<file path="config.mk">
export PLATFORM = sky130hd
export DESIGN_NAME = cmq_conv_top
export DESIGN_NICKNAME = d
export VERILOG_FILES = /design/src/rtl/cmq_pkg.sv /design/src/rtl/cmq_ctrl.sv /design/src/rtl/cmq_datapath.sv /design/src/rtl/cmq_conv_top.sv
export SDC_FILE = /design/constraint.sdc
export NUM_CORES = 1
export LEC_CHECK = 0
export ABC_CLOCK_PERIOD_IN_PS = 2650
export BUFFER_PORTS_ARGS = -buffer_cell sky130_fd_sc_hd__buf_2
export CORE_ASPECT_RATIO = 0.7
export CORE_MARGIN = 3
export CORE_UTILIZATION = 44
export DETAILED_ROUTE_END_ITERATION = 7
export GPL_TIMING_DRIVEN = 0
export PLACE_DENSITY = 0.84
export SYNTH_ARGS = -nofsm -noshare
export SYNTH_HDL_FRONTEND = slang
export SYNTH_SLANG_ARGS = --single-unit
</file>
<file path="constraint.sdc">
create_clock -name clk -period 2.65 [get_ports clk]
set_clock_uncertainty 0.1 [all_clocks]
set_input_delay 0.6625 -clock clk [delete_from_list [all_inputs] [get_ports clk]]
set_output_delay 0.6625 -clock clk [all_outputs]
set_load 0.02 [all_outputs]
</file>
<file path="src/rtl/cmq_pkg.sv">
package cmq_pkg;
  // strobes from the sequencing control to the datapath
  typedef struct packed {
    logic capture;   // a coefficient is taken this cycle
    logic startSet;  // it is slot 0 of a set
    logic closeSet;  // it is the last slot of a set
  } cmqStrobe_t;
endpackage

</file>
<file path="src/rtl/cmq_ctrl.sv">
module cmq_ctrl
  import cmq_pkg::*;
#(
  parameter int NCOEF = 9,
  parameter int IDX_W = (NCOEF > 1) ? $clog2(NCOEF) : 1
) (
  input  logic             clk,
  input  logic             rstN,
  input  logic             coefValid,
  output cmqStrobe_t       strb,
  output logic [IDX_W-1:0] slotIdx,
  output logic             setDone
);
  localparam logic [IDX_W-1:0] LAST_IDX = IDX_W'(NCOEF - 1);

  logic [IDX_W-1:0] idxQ;

  always_comb begin
    strb.capture  = coefValid;
    strb.startSet = coefValid && (idxQ == '0);
    strb.closeSet = coefValid && (idxQ == LAST_IDX);
  end

  assign slotIdx = idxQ;

  always_ff @(posedge clk) begin
    if (!rstN) begin
      idxQ    <= '0;
      setDone <= 1'b0;
    end else begin
      setDone <= strb.closeSet;
      if (strb.closeSet)     idxQ <= '0;
      else if (strb.capture) idxQ <= idxQ + 1'b1;
    end
  end
endmodule

</file>
<file path="src/rtl/cmq_datapath.sv">
module cmq_datapath
  import cmq_pkg::*;
#(
  parameter int IN_W     = 64,
  parameter int FRAC_IN  = 32,
  parameter int FRAC_OUT = 12,
  parameter int OUT_W    = 15,
  parameter int NCOEF    = 9,
  parameter int IDX_W    = (NCOEF > 1) ? $clog2(NCOEF) : 1
) (
  input  logic                   clk,
  input  logic                   rstN,
  input  logic [IN_W-1:0]        coefIn,
  input  cmqStrobe_t             strb,
  input  logic [IDX_W-1:0]       slotIdx,
  output logic [OUT_W-1:0]       coefOut,
  output logic                   coefErr,
  output logic                   coefOutValid,
  output logic                   setOk,
  output logic [NCOEF*OUT_W-1:0] matrixFlat
);
  localparam int SHIFT    = FRAC_IN - FRAC_OUT;
  localparam int SIGN_BIT = IN_W - 1;

  logic             signBit;
  logic [OUT_W-1:0] mag;
  logic [OUT_W-1:0] conv;
  logic             isNegZero;
  logic             rangeErr;
  logic             errSticky;
  logic             errSetNext;

  // truncating conversion, then range check on the converted word
  always_comb begin
    signBit    = coefIn[SIGN_BIT];
    mag        = coefIn[SHIFT +: OUT_W];
    conv       = signBit ? (~mag + OUT_W'(1)) : mag;
    isNegZero  = signBit && (mag == '0);
    rangeErr   = (signBit != conv[OUT_W-1]) && !isNegZero;
    errSetNext = strb.startSet ? rangeErr : (errSticky | rangeErr);
  end

  always_ff @(posedge clk) begin
    if (!rstN) begin
      coefOut      <= '0;
      coefErr      <= 1'b0;
      coefOutValid <= 1'b0;
      errSticky    <= 1'b0;
      setOk        <= 1'b0;
    end else begin
      coefOutValid <= strb.capture;
      if (strb.capture) begin
        coefOut   <= conv;
        coefErr   <= rangeErr;
        errSticky <= errSetNext;
      end
      if (strb.closeSet)      setOk <= !errSetNext;
      else if (strb.startSet) setOk <= 1'b0;
    end
  end

  for (genvar k = 0; k < NCOEF; k++) begin : g_slot
    logic [OUT_W-1:0] slotQ;
    always_ff @(posedge clk) begin
      if (!rstN)                                       slotQ <= '0;
      else if (strb.capture && slotIdx == IDX_W'(k))   slotQ <= conv;
    end
    assign matrixFlat[k*OUT_W +: OUT_W] = slotQ;
  end
endmodule

</file>
<file path="src/rtl/cmq_conv_top.sv">
module cmq_conv_top
  import cmq_pkg::*;
#(
  parameter int IN_W     = 64,
  parameter int FRAC_IN  = 32,
  parameter int FRAC_OUT = 12,
  parameter int OUT_W    = 15,
  parameter int NCOEF    = 9
) (
  input  logic                   clk,
  input  logic                   rstN,
  input  logic                   coefValid,
  input  logic [IN_W-1:0]        coefIn,
  output logic [OUT_W-1:0]       coefOut,
  output logic                   coefErr,
  output logic                   coefOutValid,
  output logic                   setDone,
  output logic                   setOk,
  output logic [NCOEF*OUT_W-1:0] matrixFlat
);
  localparam int IDX_W = (NCOEF > 1) ? $clog2(NCOEF) : 1;

  cmqStrobe_t       strb;
  logic [IDX_W-1:0] slotIdx;

  cmq_ctrl #(.NCOEF(NCOEF), .IDX_W(IDX_W)) u_ctrl (
    .clk(clk), .rstN(rstN), .coefValid(coefValid),
    .strb(strb), .slotIdx(slotIdx), .setDone(setDone)
  );

  cmq_datapath #(
    .IN_W(IN_W), .FRAC_IN(FRAC_IN), .FRAC_OUT(FRAC_OUT),
    .OUT_W(OUT_W), .NCOEF(NCOEF), .IDX_W(IDX_W)
  ) u_dp (
    .clk(clk), .rstN(rstN), .coefIn(coefIn), .strb(strb), .slotIdx(slotIdx),
    .coefOut(coefOut), .coefErr(coefErr), .coefOutValid(coefOutValid),
    .setOk(setOk), .matrixFlat(matrixFlat)
  );
endmodule

</file>
# --- Yosys cells after proc, flatten, opt, wreduce, memory -nomap -nowiden ---
# Cells that the tools add are included.
classes:
  add_sub_neg: 2
  multipliers: 0
  div_mod_pow: 0
  order_cmp: 0
  eq_ne: 9
  shifts: 0
  n_mux: 4
  n_bitwise: 3
  reduce_logical: 17
ops:
  columns: ["operator", "count"]
  rows:
  - ["4-bit by 3-bit equality test with 1-bit output (second input constant)", 4]
  - ["15-bit by 1-bit adder with 15-bit output (second input constant)", 1]
  - ["15-bit zero test", 1]
  - ["15-bit 2-to-1 mux", 1]
  - ["15-bit NOT", 1]
  - ["1-bit logical AND", 11]
  - ["4-bit by 2-bit equality test with 1-bit output (second input constant)", 2]
  - ["4-bit by 1-bit adder with 4-bit output (second input constant)", 1]
  - ["4-bit by 1-bit equality test with 1-bit output (second input constant)", 1]
  - ["4-bit equality test (second input constant)", 1]
  - ["4-bit zero test", 1]
  - ["1-bit 2-to-1 mux", 3]
  - ["1-bit zero test", 2]
  - ["2-bit nonzero test", 1]
  - ["2-bit OR reduction", 1]
  - ["1-bit != test", 1]
  - ["1-bit NOT", 1]
  - ["1-bit OR", 1]
totals:
  ff_bits: 159
  latchBits: 0
  mem_bits_rw: 0
  romBits: 0
  inputBits: 67
  output_inout_bits: 154
  elab_cells: 51
  mem_count: 0

# --- Longest topological paths before layout ---
# Gate-level depths: netlist of run 1.
logic_depth:
  ltp_word: 9
  ltp_mapped: 7
  ltp_nobuf: 6

# --- Cells and area by module ---
# Synthesis of run 1 repeated with hierarchy kept, for this count alone.
hier_totals:
  hier_cells: 610
  hier_area_um2: 5789.3
by_module_without_submodules:
  columns: ["mod", "n_inst", "cells_per_inst", "area_each_um2", "seq_area_each_um2"]
  rows:
  - ["cmq_datapath", 1, 586, 5544.1, 3083.0]
  - ["cmq_ctrl", 1, 24, 245.2, 100.1]

# --- Worst setup path after synthesis of run 1 ---
# Ideal clock, no wire load.
synth_timing:
  path_kind: "input to register"
  start: "input coefIn[20]"
  end: "register u_dp.coefOut[12]"
  setup_time_ps: 139
  t_arrival_ps: 2379
  setup_slack_ps: 32
  path_stages: 7
  n_path_buf: 1
  path_cell_list: "clkbuf_1 inv_1 ha_1 or3b_2 o31ai_4 xor2_1 a21oi_1"
synth_between:
  elab_chain_cells: 3
synth_lines:
  columns: ["item", "line", "text"]
  rows:
  - ["start, declared", "cmq_conv_top.sv:13", "input logic [IN_W-1:0] coefIn,"]
  - ["15-bit NOT", "cmq_datapath.sv:37", "conv = signBit ? (~mag + OUT_W'(1)) : mag;"]
  - ["15-bit by 1-bit adder with 15-bit output", "cmq_datapath.sv:37", null]
  - ["15-bit 2-to-1 mux", "cmq_datapath.sv:37", null]
  - ["end signal, assigned", "cmq_datapath.sv:53", "coefOut <= conv;"]
  - ["end, declared", "cmq_datapath.sv:16", "output logic [OUT_W-1:0] coefOut,"]
# Every way passes these cells.
# A chain may end at the register's enable or synchronous reset.

# --- Worst setup path after layout of run 1 ---
layout_timing:
  start: "input coefIn[25]"
  end: "register u_dp.g_slot[4].slotQ[7]"
layout_between:
  elab_chain_cells: 3
layout_lines:
  columns: ["item", "line", "text"]
  rows:
  - ["15-bit NOT", "cmq_datapath.sv:37", null]
  - ["15-bit by 1-bit adder with 15-bit output", "cmq_datapath.sv:37", null]
  - ["15-bit 2-to-1 mux", "cmq_datapath.sv:37", null]
  - ["end signal, assigned", "cmq_datapath.sv:66", "else if (strb.capture && slotIdx == IDX_W'(k)) slotQ <= conv;"]
  - ["end, declared", "cmq_datapath.sv:63", "logic [OUT_W-1:0] slotQ;"]
# Every way passes these cells.

==> results of run 1 <==
-- registers in the layout, indices dropped and copies added (netlist names) --
| name | flops |
|---|---|
| u_ctrl.slotIdx | 4 |
| u_dp.coefErr | 1 |
| u_dp.coefOut | 15 |
| u_dp.errSticky | 1 |
| u_ctrl.setDone | 1 |
| u_dp.setOk | 1 |
| u_dp.g_slot.slotQ | 135 |
| u_dp.coefOutValid | 1 |
-- cells by family (layout without fill, tap and decap cells) --
group                      Yosys count  in the layout
AOI/OAI and AO/OA                  260            260
DFF                                159            159
and+or+nand+nor                     89             89
buffers and inverters               60            269
xor gates and xnor gates            15             15
muxes                               13             13
adders and majority gates            6              6
-- power groups by stage --
stage	sequential, mW	clock, mW	combinational (mW)
6_report	2.52	2.55	0.648
5_1_grt	2.53	2.66	0.691
4_1_cts	2.52	2.57	0.630
3_5_place_dp	2.58	0	0.605
3_3_place_gp	2.58	0	0.590
2_1_floorplan	2.67	0	0.250
-- tightest hold or removal path: stages (launching register included) --
cell	delay, ns
dfxtp_1	0.31
nor2_1	0.08
a211oi_1	0.05
-- worst paths after layout --
check	endpoint	slack, ns	startpoint
max	u_dp.g_slot[4].slotQ[7]	0.09	coefIn[25]
min	u_dp.coefOut[1]	0.39	u_dp.coefOut[1]
min reg2reg	u_dp.coefOut[1]	0.39	u_dp.coefOut[1]
max reg2reg	u_dp.g_slot[8].slotQ[7]	0.45	u_ctrl.slotIdx[0]
-- cells in the final DEF (no fill, tap or decap), types with 3 or more instances in the layout --
| cell | netlist | final |
|---|---|---|
| buf_4 | 0 | 5 |
| a21oi_1 | 102 | 102 |
| buf_2 | 1 | 173 |
| o21ai_0 | 106 | 105 |
| ha_1 | 6 | 6 |
| inv_6 | 0 | 3 |
| dfxtp_1 | 159 | 159 |
| xor2_2 | 3 | 7 |
| bufinv_16 | 0 | 3 |
| nor2_1 | 62 | 62 |
| mux2i_1 | 13 | 12 |
| xor2_4 | 0 | 4 |
| nand2_1 | 5 | 5 |
| clkinvlp_4 | 0 | 3 |
| clkbuf_16 | 0 | 17 |
| nand2b_1 | 6 | 6 |
| a211oi_1 | 40 | 40 |
| clkbuf_1 | 51 | 52 |
| inv_1 | 6 | 6 |
| o41ai_4 | 3 | 3 |
-- per-layer routing --
layer	track usage (%)	share of wire, %
met1	35.3	44
met2	38.6	44
met3	8.87	11
met4	6.64	1.0
met5	0	0
-- cells in the mapped netlist, types with 2 or more instances --
master and number:
nand3b_1 2, clkbuf_1 51, inv_1 6, a21oi_1 102
nor2_1 62, o21ai_0 106, xor2_2 3, nand2_1 5
o41ai_4 3, nor2b_1 2, or3_1 2, xor2_1 9
dfxtp_1 159, a21boi_0 2, mux2i_1 13, a211oi_1 40
o31ai_2 2, or4_1 2, ha_1 6, nand2b_1 6
o31ai_4 2, xnor2_1 3
-- repair_timing --
item,4_1_cts,5_1_grt
setup endpoints to repair,94,27
pin swaps,2,1
buffers inserted,3,2
resized for setup,13,4
-- per-stage QoR --
stage | total power [mW] | instance area [um^2] | setup TNS (ns) | hold WS [ns]
floorplan | 2.92 | 5720 | 0 | 0.350
global placement | 3.16 | 6780 | -87.60 | 0.361
detailed placement | 3.18 | 6790 | -84.74 | 0.377
CTS | 5.72 | 7520 | 0 | 0.387
global route | 5.89 | 7560 | 0 | 0.395
finish | 5.72 | 7560 | 0 | 0.390
-- layout make-up --
class	count	area, um^2	share of cell area [%]
inverter	7	26.3	0.348
multi-input combinational	383	2420	32.1
sequential	159	3180	42.1
timing repair buffer	177	905	12.0
clock inverter	13	179	2.37
tap	162	203	2.68
buffer	53	209	2.76
clock buffer	19	433	5.73
==> impl_metrics.py, run 1 <==
metrics = {
    "pwr": {
        "swShare_pct": 27.1,
        "clkPwrFrac_pct": 44.5,
        "power_leakage_nw": 3.31,
        "p_int_mw": 4.17,
        "vdd_drop_max_mv": 0.408,
        "power_density_nw_per_um2": 756,
        "switching_power_mw": 1.55,
        "pwr-share-seq_pct": 44.1,
        "combinationalPowerShare_pct": 11.3,
    },
    "place": {
        "place_inst": 936,
        "dp_hpwl_um": 12800,
        "place_ws_ns": -1.21,
        "gp_congestion": 0.825,
        "io_buffers": 171,
    },
    "cts": {
        "hold_buffers": 0,
        "ctsHtreeMaxLevel": 4,
        "tritoncts": "built",
        "clock-sinks": 159,
        "ctsLongestPathBuffers": 2,
        "clk-insertion-delay-late_ns": 0.41,
        "clk_pin_slew_ns": 0.07,
        "cts_made_buffers": 17,
        "root_buffer": "clkbuf_16",
    },
    "detailed_routing": {
        "viasPerCell": 5.57,
        "num_vias": 5417,
        "ant_nets": 0,
        "wirelength_um": 19000,
        "drtIter0Drc": 353,
        "wl_per_cell_um": 19.5,
        "route.detailed.drc": 0,
        "drt_pass1_iterations": 5,
    },
    "critical_path": {
        "arrival_ns": 2.71,
        "start_kind": "primary input",
        "crit_chain": "buf_2 -> or4_1 -> buf_6 -> o31ai_2 -> xor2_2 -> a21oi_1",
        "cp_max_fo": 10,
        "crit_type": "primary input to flop",
        "cp_data_required_time_ns": 2.80,
        "crit_path_end_kind": "flop",
        "reg2regPathDepth": 6,
        "critPathMaxStageDelay_ns": 0.74,
        "slowest_stage": "xor2_2",
        "cp_num_buf_inv": 2,
        "cp_top_family": "XOR/XNOR gates",
        "cp.depth": 6,
    },
    "yosys": {
        "synthXorXnorAreaFrac_pct": 2.69,
        "synthTopCellsByArea": "dfxtp_1 (56%), o21ai_0 (9.3%), a21oi_1 (8.9%)",
        "synthArstFlopShare_pct": 0,
        "synth_top_family_by_area": "compound AO/OA/AOI/OAI gates",
        "avgSynthCellArea_um2": 9.50,
        "ys_warn_count": 0,
        "yosysTopAreaCell": "dfxtp_1",
        "synth_cell_types": 36,
        "yosys_most_used_dff": "dfxtp_1",
        "synthAdderAreaFrac_pct": 1.31,
        "ys_ff_latch": 159,
        "yosys.area_share.simple_pct": 7.16,
        "synth_top_area_share_pct": 55.7,
        "synth-edff-count": 0,
        "synth_seq_area_share_pct": 55.7,
        "syn_nets": 675,
        "synthMuxAreaShare_pct": 2.28,
        "synth-compound-area-share_pct": 26.8,
        "syn_area_um2": 5720,
        "synthCells": 602,
    },
    "layout": {
        "diodes": 0,
        "stdcell_count": 973,
        "syn_to_final_growth_pct": 32.3,
        "fill_cells": 1072,
        "fin_util_pct": 60.2,
        "layout-drive-gt1-share_pct": 28.9,
        "final_nets": 871,
    },
    "sta": {
        "finalHoldViolCount": 0,
        "period_needed_ns": 2.56,
        "setup_ws_ns": 0.0899,
        "tightest_slew_ns": 0.971,
        "slew_violations": 0,
        "setup_violations": 0,
        "rsz0062_at_grt": "false",
        "post-route-period-util_pct": 96.6,
        "fmax_ghz": 0.391,
        "slew_headroom_pct": 34.0,
    },
    "grt": {
        "grt_pass1_vias": 4956,
        "grt_max_degree": 17,
        "grt_pass1_wl_um": 28000,
        "grt-ovfl-total": 0,
        "antenna_found_initial": 0,
        "grtUsageTotal_pct": 25.6,
    },
    "hold_path": {
        "hold_depth": 2,
        "holdCritPathClass": "flop to flop",
    },
    "floorplan": {
        "initial_core_util_pct": 45.6,
        "die_area_um2": 14400,
        "core_area_um2": 12500,
        "die_h_um": 101,
        "boundaryPins": 221,
        "die_x_um": 142,
        "rows": 34,
    },
    "job": {
        "max-cap-violations": 0,
    },
    "run_status": {
        "status": "complete, no violations",
    },
}
Note: power is estimated with default switching activity, not from simulation.
==> inputs of run 2 (changes only) <==
- BUFFER_PORTS_ARGS: -buffer_cell sky130_fd_sc_hd__buf_2 -> -buffer_cell sky130_fd_sc_hd__clkbuf_2
- GPL_ROUTABILITY_DRIVEN: unset -> 0
==> run 2 against run 1 <==
Effect of this change: total power decreased by 3.7%; global-route usage grew 0.18 points; combinational power down 2%; utilization down 0.57 points; final cell count decreased by 0.31%.
==> impl_metrics.py, run 2 (synthesized netlist as in run 1, its figures left out) <==
metrics = {
    "layout": {
        "syn_to_final_growth_pct": 31.0,
        "largest_register": "u_dp.g_slot.slotQ",
        "final_cell_mix": "clkbuf_2 (171), dfxtp_1 (159), o21ai_0 (106), a21oi_1 (102), nor2_1 (62)",
        "final_nets": 869,
        "layout-drive-gt1-share_pct": 28.7,
        "fin_util_pct": 59.7,
        "stdcell_count": 970,
        "largest_reg_flops": 135,
        "layout_commonest_cell": "clkbuf_2",
        "diodes": 0,
    },
    "pwr": {
        "power_leakage_nw": 3.17,
        "power_density_nw_per_um2": 735,
        "vdd_drop_max_mv": 0.425,
        "power_mw": 5.51,
    },
    "cts": {
        "root_buffer": "clkbuf_16",
        "cts_made_buffers": 17,
        "tritoncts": "built",
        "clock-sinks": 159,
        "ctsLongestPathBuffers": 2,
        "clk_pin_slew_ns": 0.06,
        "clk-insertion-delay-late_ns": 0.41,
        "ctsHtreeMaxLevel": 4,
    },
    "grt": {
        "grt-ovfl-total": 0,
        "grt_pass1_wl_um": 28300,
        "antenna_found_initial": 0,
        "grtUsageTotal_pct": 25.8,
        "grt_max_degree": 17,
        "grt_pass1_vias": 4949,
    },
    "detailed_routing": {
        "wirelength_um": 18900,
        "drtIter0Drc": 359,
        "num_vias": 5458,
        "route.detailed.drc": 0,
        "wl_per_cell_um": 19.5,
        "viasPerCell": 5.63,
        "drt_pass1_iterations": 5,
        "ant_nets": 0,
    },
    "sta": {
        "tightest_slew_ns": 0.973,
        "holdWs_ns": 0.386,
        "slew_headroom_pct": 33.9,
        "setup_violations": 0,
        "rsz0062_at_grt": "false",
        "slew_violations": 0,
        "fin_setup_tns_ns": 0,
        "fmax_ghz": 0.380,
        "period_needed_ns": 2.63,
        "finalHoldViolCount": 0,
        "post-route-period-util_pct": 99.4,
    },
    "critical_path": {
        "cp_data_required_time_ns": 2.80,
        "start_kind": "primary input",
        "crit_path_end_kind": "flop",
        "arrival_ns": 2.79,
        "crit_type": "primary input to flop",
        "cp_max_fo": 10,
    },
    "floorplan": {
        "initial_core_util_pct": 45.6,
        "rows": 34,
        "die_x_um": 142,
        "die_h_um": 101,
        "boundaryPins": 221,
        "die_area_um2": 14400,
        "core_area_um2": 12500,
    },
    "place": {
        "io_buffers": 171,
        "dp_hpwl_um": 12700,
        "place_inst": 936,
    },
    "hold_path": {
        "holdCritPathClass": "flop to flop",
    },
    "run_status": {
        "status": "complete, no violations",
    },
    "job": {
        "max-cap-violations": 0,
    },
}
run 2: cell types whose count changed in the layout (fill, tap and decap cells not counted), moves of 2 or more:
| cell | previous run | this run |
|---|---|---|
| buf_4 | 5 | 3 |
| clkinv_2 | 0 | 4 |
| buf_2 | 173 | 2 |
| inv_8 | 2 | 0 |
| inv_6 | 3 | 1 |
| bufinv_16 | 3 | 1 |
| clkbuf_2 | 0 | 171 |
| clkbuf_8 | 0 | 4 |
run 2: final timing paths:
| path | start | to | slack, ns | cells past startpoint |
|---|---|---|---|---|
| hold reg to reg | u_dp.errSticky | u_dp.errSticky | 0.39 | 2 |
| hold / removal | u_dp.errSticky | u_dp.errSticky | 0.39 | 2 |
| setup / recovery | coefIn[23] | u_dp.g_slot[2].slotQ[11] | 0.02 | 6 |
| setup reg to reg | u_ctrl.slotIdx[0] | u_dp.g_slot[8].slotQ[11] | 0.45 | 6 |
run 2: final cells by class:
class,count,area (um^2)
plain buffers,53,209
clock buffers,22,484
clock inverters,9,82.6
fillers,1096,5060
inverters,7,26.3
multi-input cells,383,2410
flip-flops and latches,159,3180
well taps,162,203
repair buffers,175,890
run 2: critical path: stages:
cell      delay [ns]
clkbuf_2        0.13
or4_1           0.52
buf_6           0.18
o41ai_4         0.37
xor2_2          0.75
a21oi_1         0.15
run 2: repair_timing:
| item | 4_1_cts | 5_1_grt |
|---|---|---|
| hold buffers | 0 | 0 |
| pin swaps | 2 | 0 |
| gates resized for setup | 12 | 3 |
| buffers inserted | 3 | 0 |
| setup endpoints to repair | 90 | 16 |
run 2: layer usage:
metal  GRT usage, %  vias up  wire [um]
met4           7.01        0        230
li1               -     2521          -
met5              0        -          0
met1           36.0     2595       8370
met2           37.9      320       8120
met3           9.25       22       2220
run 2: stage by stage:
step / setup slack [ns] / cell area (um^2)
4_1_cts: 0.00631 / 7470
3_5_place_dp: -1.20 / 6790
5_1_grt: 0.0118 / 7490
3_3_place_gp: -1.20 / 6780
2_1_floorplan: 0.0323 / 5720
6_report: 0.0160 / 7490
run 2: power breakdown:
group | internal [mW] | total, mW | switching [mW] | leakage (nW)
clock network | 1.39 | 2.34 | 0.954 | 0.278
logic | 0.178 | 0.638 | 0.461 | 1.60
registers | 2.48 | 2.53 | 0.0535 | 1.29
==> inputs of run 3 (changes only) <==
- ABC_AREA: unset -> 1
- CORE_UTILIZATION: 44 -> 45
==> run 3 against run 2 <==
Effect of this change: highest routed layer unchanged; register-to-register slack gained 0.36 ns; area after synthesis rose by 12%; final cell count up 26%; critical endpoint is now u_dp.g_slot[6].slotQ[13].
==> impl_metrics.py, run 3 <==
metrics = {
    "yosys": {
        "synth-edff-count": 0,
        "synth_top_area_share_pct": 49.7,
        "ys_warn_count": 0,
        "yosysTopAreaCell": "dfxtp_1",
        "syn_nets": 909,
        "synthMuxAreaShare_pct": 0,
        "yosys.area_share.simple_pct": 19.3,
        "synthCells": 836,
        "synth-compound-area-share_pct": 16.3,
        "synthTopCellsByCount": "dfxtp_1 (159), nor2_1 (156), inv_1 (137), nand2_1 (95), o21ai_0 (89)",
        "synth.most_common_cell": "dfxtp_1",
        "synth_top_family_by_area": "simple AND/OR/NAND/NOR gates",
        "ys_ff_latch": 159,
        "yosys_most_used_dff": "dfxtp_1",
        "synthTopCellsByArea": "dfxtp_1 (50%), nor2_1 (9.1%), inv_1 (8.0%)",
        "synth_cell_types": 30,
        "avgSynthCellArea_um2": 7.67,
        "synthAdderAreaFrac_pct": 1.17,
        "synthXorXnorAreaFrac_pct": 1.78,
        "syn_area_um2": 6410,
        "synthArstFlopShare_pct": 0,
        "synth_seq_area_share_pct": 49.7,
    },
    "floorplan": {
        "die_area_um2": 15700,
        "die_x_um": 149,
        "rows": 35,
        "boundaryPins": 221,
        "die_h_um": 106,
        "core_area_um2": 13500,
        "initial_core_util_pct": 47.4,
    },
    "cts": {
        "cts_made_buffers": 17,
        "tritoncts": "built",
        "ctsLongestPathBuffers": 2,
        "hold_buffers": 0,
        "clock-sinks": 159,
        "root_buffer": "clkbuf_16",
        "cts_setup_buffers": 0,
        "clk-insertion-delay-late_ns": 0.41,
        "cts_resized": 0,
        "ctsHtreeMaxLevel": 4,
        "clk_pin_slew_ns": 0.06,
    },
    "sta": {
        "slew_violations": 0,
        "holdWs_ns": 0.368,
        "setup_violations": 0,
        "finalHoldViolCount": 0,
        "post-route-period-util_pct": 90.7,
        "rsz0062_at_grt": "false",
        "setup_ws_ns": 0.248,
        "slew_headroom_pct": 54.3,
        "fmax_ghz": 0.416,
        "tightest_slew_ns": 0.685,
        "period_needed_ns": 2.40,
    },
    "pwr": {
        "vdd_drop_max_mv": 0.536,
        "power_leakage_nw": 4.42,
        "power_density_nw_per_um2": 677,
        "power_mw": 5.45,
    },
    "detailed_routing": {
        "num_vias": 6035,
        "wl_per_cell_um": 15.1,
        "route.detailed.drc": 0,
        "viasPerCell": 4.94,
        "wirelength_um": 18500,
        "drtIter0Drc": 386,
        "drt_pass1_iterations": 4,
        "ant_nets": 0,
    },
    "layout": {
        "largest_register": "u_dp.g_slot.slotQ",
        "final_nets": 1098,
        "final_cell_mix": "clkbuf_2 (171), dfxtp_1 (159), nor2_1 (156), inv_1 (137), nand2_1 (95)",
        "diodes": 0,
        "largest_reg_flops": 135,
        "layout_commonest_cell": "clkbuf_2",
        "syn_to_final_growth_pct": 25.7,
        "fill_cells": 1218,
        "layout-drive-gt1-share_pct": 24.5,
    },
    "critical_path": {
        "cp_num_buf_inv": 3,
        "slowest_stage": "o21ai_0",
        "cp_top_family": "simple AND/OR/NAND/NOR gates",
        "crit_type": "primary input to flop",
        "cp_data_required_time_ns": 2.84,
        "critPathMaxStageDelay_ns": 0.40,
        "cp_max_fo": 13,
        "crit_path_end_kind": "flop",
        "start_kind": "primary input",
        "arrival_ns": 2.60,
        "crit_chain": "clkbuf_2 -> inv_1 -> nand3_1 -> nor2_2 -> nand3_1 -> nand3b_1 -> nand2_1 -> o21ai_0 -> inv_1",
    },
    "place": {
        "place_ws_ns": -0.327,
        "dp_hpwl_um": 13800,
        "io_buffers": 171,
    },
    "grt": {
        "antenna_found_initial": 0,
        "grt_pass1_vias": 5477,
        "grtUsageTotal_pct": 23.5,
        "grt-ovfl-total": 0,
        "use_met3_pct": 6.75,
        "grt.busiest_layer": "met2",
        "grt_max_degree": 17,
        "grt_pass1_wl_um": 29100,
        "grtUsageMet2_pct": 36.0,
        "grtUsageMet1_pct": 32.9,
    },
    "job": {
        "max-cap-violations": 0,
    },
    "run_status": {
        "status": "complete, no violations",
    },
    "hold_path": {
        "holdCritPathClass": "flop to flop",
    },
}
[run 3: cell types whose count changed in the layout (fill, tap and decap cells not counted), moves of 37 or more]
cell and delta:
inv_1 +131, nor2_1 +94, nand2_1 +90, a21oi_1 -79
clkbuf_1 -41, o211ai_1 +37
[run 3: per-stage QoR]
step                      setup TNS [ns]  cell area [um^2]  std cells  utilization, %
after global routing                   0              8060       1221            59.5
after floorplan                        0              6410        836               -
after CTS                              0              8060       1222            59.6
after detailed placement          -12.21              7500       1192            55.4
final                                  0              8060       1221            59.5
after global placement            -10.67              7500       1192            55.4
[run 3: layout make-up]
class / instances / area [um^2] / area share (%)
Clock buffer: 21 / 450 / 5.59
Inverter: 148 / 556 / 6.90
Clock inverter: 9 / 113 / 1.40
Tap cell: 185 / 231 / 2.87
Timing Repair Buffer: 171 / 856 / 10.6
Buffer: 38 / 193 / 2.39
Multi-Input combinational cell: 490 / 2470 / 30.7
Sequential cell: 159 / 3180 / 39.5
[run 3: power by group]
part           switching [mW]  total (mW)  internal, mW  leakage [nW]
Sequential             0.0455        2.52          2.47          1.29
Combinational           0.413       0.571         0.158          2.87
Clock                   0.961        2.37          1.40         0.262
[run 3: cell families (layout without fill, tap and decap cells)]
logic type               count (synthesis)  in the layout
AND/OR/NAND/NOR                        296            296
buffers and inverters                  187            387
AO/OA/AOI/OAI                          181            181
flip-flops                             159            159
XOR/XNOR                                 7              7
adder cells (fa/ha/maj)                  6              6
[run 3: layer usage]
metal  part of all wire [%]  vias up
li1                       -     2995
met1                     46     2783
met2                     44      244
met3                    9.7       13
met4                   0.72        0
met5                      0        -
[run 3: worst register-to-register path: stages, from the launching register on]
cell      delay (ns)
dfxtp_1         0.41
inv_1           0.09
ha_1            0.21
nand2_2         0.14
nor3b_2         0.07
inv_2           0.21
clkbuf_1        0.35
nand3_1         0.11
o21ai_1         0.09
[run 3: final timing paths]
| path | from | to | slack [ns] | cells past startpoint |
|---|---|---|---|---|
| max | coefIn[20] | u_dp.g_slot[6].slotQ[13] | 0.25 | 9 |
| min | u_dp.errSticky | u_dp.errSticky | 0.37 | 2 |
| max reg2reg | u_ctrl.slotIdx[0] | u_dp.g_slot[8].slotQ[6] | 0.81 | 8 |
| min reg2reg | u_dp.errSticky | u_dp.errSticky | 0.37 | 2 |
